[config.mk]
export PLATFORM = sky130hd
export DESIGN_NAME = acq_seq
export DESIGN_NICKNAME = d
export VERILOG_FILES = /design/src/rtl/seq_pkg.sv /design/src/rtl/seq_upcnt.sv /design/src/rtl/seq_wdog.sv /design/src/rtl/seq_pulse_class.sv /design/src/rtl/acq_seq.sv
export SDC_FILE = /design/constraint.sdc
export NUM_CORES = 1
export LEC_CHECK = 0
export BUFFER_PORTS_ARGS = -buffer_cell sky130_fd_sc_hd__buf_2
export CAP_MARGIN = 20
export CELL_PAD_IN_SITES_DETAIL_PLACEMENT = 1
export CELL_PAD_IN_SITES_GLOBAL_PLACEMENT = 2
export CORE_MARGIN = 3
export CORE_UTILIZATION = 43
export CTS_CLUSTER_DIAMETER = 50
export DETAILED_ROUTE_END_ITERATION = 8
export PLACE_DENSITY = 0.83
export SLEW_MARGIN = 10
export SYNTH_ARGS = -nofsm -noshare
export SYNTH_HDL_FRONTEND = slang
export SYNTH_HIERARCHICAL = 1
export SYNTH_SLANG_ARGS = --single-unit
[constraint.sdc]
create_clock -name clk -period 5.1 [get_ports clk]
set_input_delay 0 -clock clk [delete_from_list [all_inputs] [get_ports clk]]
set_output_delay 0 -clock clk [all_outputs]
set_load 0.005 [all_outputs]
[src/rtl/seq_pkg.sv]
package seq_pkg;

  typedef enum logic [2:0] {
    ST_FLOAT,
    ST_CAL,
    ST_IDLE,
    ST_SELLOW,
    ST_DHOLD,
    ST_SLEEP,
    ST_WAKE,
    ST_BURST
  } seq_state_t;

  typedef enum logic [2:0] {
    CLS_STAY,
    CLS_IGNORE,
    CLS_DUMMY,
    CLS_SLEEP,
    CLS_WAKE
  } sel_cls_t;

  function automatic int unsigned max_u(input int unsigned a, input int unsigned b);
    return (a > b) ? a : b;
  endfunction

endpackage

[src/rtl/seq_upcnt.sv]
module seq_upcnt #(
  parameter int unsigned W = 8
) (
  input  logic         clk,
  input  logic         rst_n,
  input  logic         clr,
  input  logic         en,
  output logic [W-1:0] q
);
  localparam logic [W-1:0] TOP = '1;

  always_ff @(posedge clk or negedge rst_n) begin
    if (!rst_n)              q <= '0;
    else if (clr)            q <= '0;
    else if (en && q != TOP) q <= q + 1'b1;
  end
endmodule

[src/rtl/seq_wdog.sv]
module seq_wdog #(
  parameter int unsigned LIMIT_T = 15000
) (
  input  logic clk,
  input  logic rst_n,
  input  logic active,
  output logic trip
);
  localparam int unsigned WW = $clog2(LIMIT_T + 1);
  logic [WW-1:0] run;

  assign trip = active && (run == WW'(LIMIT_T - 1));

  always_ff @(posedge clk or negedge rst_n) begin
    if (!rst_n)                run <= '0;
    else if (!active || trip)  run <= '0;
    else                       run <= run + 1'b1;
  end
endmodule

[src/rtl/seq_pulse_class.sv]
module seq_pulse_class
  import seq_pkg::*;
#(
  parameter int unsigned DMIN_T = 10,
  parameter int unsigned DMAX_T = 10000,
  parameter int unsigned CW     = 16
) (
  input  logic          sel_n,
  input  logic [CW-1:0] low_cnt,
  input  logic          seen,
  input  logic          xfer_active,
  output sel_cls_t      cls
);
  always_comb begin
    cls = CLS_STAY;
    if (sel_n) begin
      if (seen)                          cls = CLS_WAKE;
      else if (low_cnt >= CW'(DMIN_T))   cls = CLS_DUMMY;
      else                               cls = CLS_IGNORE;
    end else begin
      if (seen && !xfer_active)          cls = CLS_SLEEP;
      else if (!seen && low_cnt >= CW'(DMAX_T)) cls = CLS_SLEEP;
    end
  end
endmodule

[src/rtl/acq_seq.sv]
module acq_seq
  import seq_pkg::*;
#(
  parameter int unsigned FLOAT_T    = 20000,
  parameter int unsigned CAL_T      = 525000,
  parameter int unsigned FREERUN_T  = 58000,
  parameter int unsigned BURST_T    = 400,
  parameter int unsigned WAKE_T     = 920,
  parameter int unsigned DMIN_T     = 10,
  parameter int unsigned DMAX_T     = 10000,
  parameter int unsigned DISCH_T    = 700,
  parameter int unsigned AUTOWAKE_T = 3000000,
  parameter int unsigned CLKWD_T    = 15000
) (
  input  logic clk,
  input  logic rst_n,
  input  logic sel_n,
  input  logic xfer_active,
  input  logic sck_edge,
  output logic rdy_out,
  output logic rdy_oe,
  output logic burst_start,
  output logic burst_active,
  output logic sleeping
);
  localparam int unsigned PH_MAX = max_u(max_u(max_u(FLOAT_T, CAL_T), max_u(BURST_T, WAKE_T)),
                                         max_u(max_u(DMAX_T, DISCH_T), AUTOWAKE_T));
  localparam int unsigned CW = $clog2(PH_MAX + 2);
  localparam int unsigned FW = $clog2(FREERUN_T + 1);

  seq_state_t    state, nstate;
  logic [CW-1:0] ph_cnt;
  logic [FW-1:0] fr_cnt;
  logic          wd_trip;
  logic          sck_seen;
  logic          seen_now;
  sel_cls_t      cls;

  // phase timer: restarts on every state change or watchdog trip
  seq_upcnt #(.W(CW)) u_phase (
    .clk(clk), .rst_n(rst_n),
    .clr((state != nstate) || wd_trip),
    .en(1'b1),
    .q(ph_cnt)
  );

  // free-running interval: counts ready time with select high
  seq_upcnt #(.W(FW)) u_free (
    .clk(clk), .rst_n(rst_n),
    .clr((state == ST_BURST) || (state == ST_FLOAT) || wd_trip),
    .en((state == ST_IDLE) && sel_n),
    .q(fr_cnt)
  );

  seq_wdog #(.LIMIT_T(CLKWD_T)) u_wdog (
    .clk(clk), .rst_n(rst_n),
    .active(xfer_active),
    .trip(wd_trip)
  );

  assign seen_now = sck_seen || sck_edge || xfer_active;

  seq_pulse_class #(.DMIN_T(DMIN_T), .DMAX_T(DMAX_T), .CW(CW)) u_cls (
    .sel_n(sel_n),
    .low_cnt(ph_cnt),
    .seen(seen_now),
    .xfer_active(xfer_active),
    .cls(cls)
  );

  always_ff @(posedge clk or negedge rst_n) begin
    if (!rst_n)                  sck_seen <= 1'b0;
    else if (state != ST_SELLOW) sck_seen <= 1'b0;
    else if (seen_now)           sck_seen <= 1'b1;
  end

  always_comb begin
    nstate = state;
    unique case (state)
      ST_FLOAT:  if (ph_cnt == CW'(FLOAT_T - 1)) nstate = ST_CAL;
      ST_CAL:    if (ph_cnt == CW'(CAL_T - 1))   nstate = ST_IDLE;
      ST_IDLE: begin
        if (!sel_n)                              nstate = ST_SELLOW;
        else if (fr_cnt == FW'(FREERUN_T - 1))   nstate = ST_BURST;
      end
      ST_SELLOW: begin
        unique case (cls)
          CLS_IGNORE: nstate = ST_IDLE;
          CLS_DUMMY:  nstate = ST_DHOLD;
          CLS_SLEEP:  nstate = ST_SLEEP;
          CLS_WAKE:   nstate = ST_WAKE;
          default:    nstate = ST_SELLOW;
        endcase
      end
      ST_DHOLD:  if (ph_cnt == CW'(DISCH_T - 1)) nstate = ST_BURST;
      ST_SLEEP: begin
        if (sel_n)                               nstate = ST_WAKE;
        else if (ph_cnt == CW'(AUTOWAKE_T - 1))  nstate = ST_WAKE;
      end
      ST_WAKE:   if (ph_cnt == CW'(WAKE_T - 1))  nstate = ST_BURST;
      ST_BURST:  if (ph_cnt == CW'(BURST_T - 1)) nstate = ST_IDLE;
      default:                                   nstate = ST_FLOAT;
    endcase
    if (wd_trip) nstate = ST_FLOAT;
  end

  always_ff @(posedge clk or negedge rst_n) begin
    if (!rst_n) state <= ST_FLOAT;
    else        state <= nstate;
  end

  assign rdy_oe       = (state != ST_FLOAT);
  assign rdy_out      = (state == ST_IDLE) || (state == ST_SELLOW) || (state == ST_DHOLD);
  assign burst_active = (state == ST_BURST);
  assign burst_start  = (state == ST_BURST) && (ph_cnt == '0);
  assign sleeping     = (state == ST_SLEEP);
endmodule

Yosys cells after proc, flatten, opt, wreduce, memory -nomap -nowiden --
Cells that the tools add are included.
Word-level totals: flip-flop bits (word level) 56, latch bits 0, RAM bits 0, ROM bits 0, input port bits 5, word-level logic and storage cells 79, memories kept 0
Cells by class: $add $sub $neg 3, multiply operators 0, divide/modulo/power cells 0, order comparisons 2, equality and inequality tests 23, shift operators 0, mux-type cells 24, bitwise logic cells 0, reductions and logical operators 22
Operators with widths (number):
- equality test 22 x 10 -> 1 bit, second input constant | 2
- 2-to-1 mux 22 bit | 2
- 2-to-1 mux 3 bit | 13
- 2-to-1 mux 16 bit | 2
- one-hot mux 3 bit (8 select lines) | 1
- adder 22 x 1 -> 22 bit, second input constant | 1
- equality test 22 x 15 -> 1 bit, second input constant | 1
- equality test 22 x 20 -> 1 bit, second input constant | 1
- equality test 22 bit, second input constant | 1
- equality test 22 x 9 -> 1 bit, second input constant | 1
- >= comparator 22 x 14 -> 1 bit, second input constant | 1
- >= comparator 22 x 4 -> 1 bit, second input constant | 1
- zero test 22 bit | 1
- != test 22 bit, second input constant | 1
- adder 16 x 1 -> 16 bit, second input constant | 1
- equality test 16 bit, second input constant | 1
- != test 16 bit, second input constant | 1
- equality test 3 bit, second input constant | 5
- adder 14 x 1 -> 14 bit, second input constant | 1
- equality test 14 bit, second input constant | 1
- 2-to-1 mux 14 bit | 1
- equality test 3 x 2 -> 1 bit, second input constant | 4
- one-hot mux 3 bit (4 select lines) | 1
- logical OR 1 bit | 8
- other kinds (10) | 21

Longest topological paths before layout --
depth after elaboration 14, depth in mapped cells 13, gate-level depth less buffers 13

By module --
Netlist, hierarchy kept.
By module, submodules not included:
- seq_upcnt (u_phase) | instances 1, cells an instance 133, area an instance 1242.4 um2, seq. area each 550.5 um2
- seq_upcnt (u_free) | instances 1, cells an instance 98, area an instance 942.2 um2, seq. area each 400.4 um2
- acq_seq | instances 1, cells an instance 107, area an instance 767.0 um2, seq. area each 100.1 um2
- seq_wdog | instances 1, cells an instance 71, area an instance 738.2 um2, seq. area each 350.3 um2
- seq_pulse_class | instances 1, cells an instance 19, area an instance 122.6 um2, seq. area each 0.0 um2

Worst setup path after synthesis --
OpenSTA, ideal clock, no wires.
path kind register to register, start register u_phase.q[5], end register u_phase.q[10], library setup time 0.132 ns, data arrival time 2.914 ns, data required time 4.968 ns, path slack 2.054 ns, stages on the path, launching flop included 13, buffers on the path 1, clock period less this slack 3.046 ns, cells stage by stage dfrtp_1 -> nor4_2 -> nor4_1 -> o41ai_2 -> o21ai_1 -> or3b_2 -> a21boi_0 -> a21oi_1 -> and3_1 -> o211a_1 -> o211ai_2 -> clkbuf_1 -> nor2_1
On the way: longest elaborated chain between the ends 12, elaborated cells between the ends (all ways) 35, classes of those cells add/sub (1); order compare (2); eq/ne (12); mux (17); reduce/logical (3)
RTL lines:
- from (decl) | RTL line seq_upcnt.sv:8 | output logic [W-1:0] q
- from (signal assigned) | RTL line seq_upcnt.sv:15 | else if (en && q != TOP) q <= q + 1'b1;
- >= comparator 22 x 14 -> 1 bit | RTL line seq_pulse_class.sv:22 | else if (!seen && low_cnt >= CW'(DMAX_T)) cls = CLS_SLEEP;
- logical AND 1 bit | RTL line seq_pulse_class.sv:22
- 2-to-1 mux 2 bit | RTL line seq_pulse_class.sv:22
- 2-to-1 mux 3 bit | RTL line seq_pulse_class.sv:21 | if (seen && !xfer_active) cls = CLS_SLEEP;
- 2-to-1 mux 3 bit (*) | RTL line seq_pulse_class.sv:16 | if (sel_n) begin
- via cls[1] | RTL line acq_seq.sv:37 | sel_cls_t cls;
- equality test 3 bit, or another cell as far along | RTL line acq_seq.sv:87 | unique case (cls)
- one-hot mux 3 bit (4 select lines) (*) | RTL line acq_seq.sv:87
- one-hot mux 3 bit (8 select lines) (*) | RTL line acq_seq.sv:79 | unique case (state)
- 2-to-1 mux 3 bit (*) | RTL line acq_seq.sv:104 | if (wd_trip) nstate = ST_FLOAT;
- != test 3 bit (*) | RTL line acq_seq.sv:42 | .clr((state != nstate) || wd_trip),
- logical OR 1 bit (*) | RTL line acq_seq.sv:42
- 2-to-1 mux 22 bit / nonzero test 2 bit (equally long branches)
Mark *: on every way through the listed nets, which the timed path passes. The rest lies on a longest branch. The select of a mux whose other input is x is not followed. A chain may end at the register's enable or synchronous reset.

Worst setup path after layout --
start register u_phase.q[5], end register u_phase.q[7]
The elaborated chain is that of the path after synthesis.

==> metrics.yaml <==
layout:
  finalNetCount: 441
  antennaDiodeCount: 0
  utilization_pct: 47.7
  final_cell_mix: "dfrtp_1, nor2_1, nand2_1, a21oi_1, xnor2_1"
  stdcell_area_um2: 4020
  n_fill_cell: 1009
  layout_commonest_cell: "dfrtp_1"
  drive_above_1_share_pct: 12.9
  syn_to_final_growth_pct: 5.48
route:
  viasPerCell: 6.31
  vias: 3395
  dr.first_iter.drc_count: 105
  wl_per_cell_um: 18.7
  drt-pass1-iter-count: 4
  ant_nets: 0
  routed_wl_um: 10100
  drcViolationCount: 0
sta:
  period_needed_ps: 3520
  max_freq_ghz: 0.284
  worst_pin_slew_ps: 876
  setup_slack_ps: 1580
  clock_skew_ps: 8.46
  timing.final.crit_share_pct: 69.0
  grt_setup_unrepaired: "false"
  finalHoldViolCount: 0
  tns_ps: 0
  slew_violations: 0
  setup_viol: 0
  slew_headroom_pct: 41.2
power:
  p_total_mw: 1.14
  power_density_nw_per_um2: 283
  power_leakage_nw: 1.59
  irDropWorstVdd_mv: 0.239
global_routing:
  grt_max_degree: 57
  grt_util_met3_pct: 2.29
  top_usage_layer: "met2"
  antenna_found_initial: 0
  grt_use_total_pct: 20.8
  grtUsageMet1_pct: 27.8
  grtUsageMet2_pct: 35.4
  overflow: 0
  grt_pass1_wl_um: 17100
  grt_pass1_vias: 3492
critical_path:
  cp.arrival_ps: 3730
  path_class: "flip-flop to flip-flop"
  slowest_stage: "dfrtp_1"
  crit_chain: "nor4_2, nor4_1, o41ai_2, o21ai_1, or3b_2, a21boi_0, a21oi_1, and3_1, o211a_1, o211ai_2, nand2b_1, a21oi_1, a31o_2"
  path_delay_family: "compound AO/OA/AOI/OAI gates"
  cp_max_fo: 13
  critical-path-max-stage-delay_ps: 490
  cp-end-kind: "flip-flop"
  cp.required_ps: 5310
  path_common_cell: "a21oi_1"
  cp-start-kind: "flip-flop"
  critPathBufInv: 0
clocking:
  clock-sinks: 56
  cts_buffers: 5
  clk_path_buf_depth: 2
  root_buffer: "clkbuf_8"
  clock_latency_ps: 310
  clk_pin_slew_ps: 110
  cts_tree: "built"
  htree_levels: 2
floorplanning:
  fp.dieH_um: 100
  row_count: 33
  die_area_um2: 10000
  start_util_pct: 45.3
  coreArea_um2: 8420
  die_w_um: 100
  ios: 10
synthesis:
  ys_warn_count: 6
  seq_area_frac_synth_pct: 36.8
  synth_fp_nets: 437
  synth.ff_latch_count: 56
  netlist_instances: 428
  async_flop_share_pct: 100
  ys_dominant_reg_cell: "dfrtp_1"
  synth_edf_count: 0
  syn_area_per_cell_um2: 8.91
  synth_area_um2: 3810
  synth_cell_types: 73
place:
  pre_cts_ws_ps: 1590
  place_congestion: 0.863
  placed_area_um2: 3910
  dp_hpwl_um: 7310
  io_buffer_count: 9
run_status:
  outcome: "finished, final reports clean"
min_path:
  hold_path_class: "input pin to flip-flop"
flow_run:
  cap_viol_max_count: 0
## tightest hold or removal path: cells and delay by family
kind	cells	cell delay (ps)
buffers and inverters	1	90
AND/OR/NAND/NOR	2	350
## final cells by class
type	count	area, um2	area share (%)
Clock inverter	3	21.3	0.529
Sequential cell	56	1400	34.8
Tap cell	105	131	3.27
Multi-Input combinational cell	343	2270	56.4
Inverter	13	48.8	1.21
Timing Repair Buffer	13	80.1	1.99
Clock buffer	5	68.8	1.71
## final timing paths
check | slack [ps] | to | cells after the start | startpoint
worst max-delay path | 1580 | u_phase/q[7] | 13 | u_phase/q[5]
worst min-delay path | 170 | sck_seen | 3 | sck_edge
worst max register to register | 1580 | u_phase/q[7] | 13 | u_phase/q[5]
worst min register to register | 560 | u_wdog/run[0] | 1 | u_wdog/run[0]
max in group asynchronous | 4260 | u_phase/q[12] | 3 | rst_n
min in group asynchronous | 340 | u_wdog/run[10] | 3 | rst_n
## stage by stage
stage | instances | hold WS, ps
floorplan | 428 | -296
global placement | 528 | 197
detailed placement | 528 | 200
CTS | 537 | 2.90
global route | 538 | 175
finish | 538 | 166
## power by group
| part | total (mW) | internal, mW | switching [mW] |
|---|---|---|---|
| registers | 0.538 | 0.470 | 0.0681 |
| clock network | 0.260 | 0.0983 | 0.162 |
| logic | 0.340 | 0.121 | 0.219 |
| total | 1.14 | 0.689 | 0.449 |
## cells in the mapped netlist, types with 4 or more instances
cell / n / area, um2
nand4_1: 20 / 125
nor2_1: 45 / 169
a21oi_1: 29 / 145
a211oi_1: 4 / 30.0
nand3_1: 17 / 85.1
o21ai_0: 7 / 35.0
nor4_1: 19 / 119
nor3_1: 13 / 65.1
inv_1: 13 / 48.8
xnor2_1: 22 / 193
mux2_1: 4 / 45.0
ha_1: 4 / 50.1
or4_1: 11 / 82.6
dfrtp_1: 56 / 1400
and3_1: 8 / 50.1
o31ai_1: 10 / 75.1
or3_1: 5 / 31.3
xor2_1: 4 / 35.0
nand2_1: 35 / 131
clkbuf_1: 9 / 33.8
o21ai_1: 5 / 25.0
nand4b_1: 4 / 35.0
nor2b_1: 6 / 37.5
## cell families (layout without fill, tap and decap cells)
| family | after synthesis | count (layout) | share of synthesized area, % |
|---|---|---|---|
| adder cells (fa/ha/maj) | 4 | 4 | 1.31 |
| flip-flops | 56 | 56 | 36.8 |
| multiplexers | 5 | 5 | 1.44 |
| buffers and inverters | 29 | 34 | 3.71 |
| XOR/XNOR | 26 | 26 | 5.97 |
| other | 1 | 1 | 0.0984 |
| AND/OR/NAND/NOR | 231 | 231 | 37.1 |
| AO/OA/AOI/OAI | 76 | 76 | 13.6 |
## metal layers
layer | vias to the layer above | wire length (um)
li1 | 1628 | -
met1 | 1709 | 4780
met2 | 42 | 4950
met3 | 16 | 169
met4 | 0 | 166
met5 | - | 0
## repair_timing
| item | 4_1_cts | 5_1_grt |
|---|---|---|
| hold buffers | 1 | 1 |
| resized for setup | 0 | 0 |
| setup buffers | 0 | 0 |
| endpoints found under the setup margin | 0 | 0 |
| hold endpoints to repair | 56 | 1 |
## sequential cells by signal, indices dropped and copies added, names as in the netlist
register	cells
u_wdog/run	14
u_phase/q	22
sck_seen	1
state	3
u_free/q	16
Power figures use the tool's default switching activity.
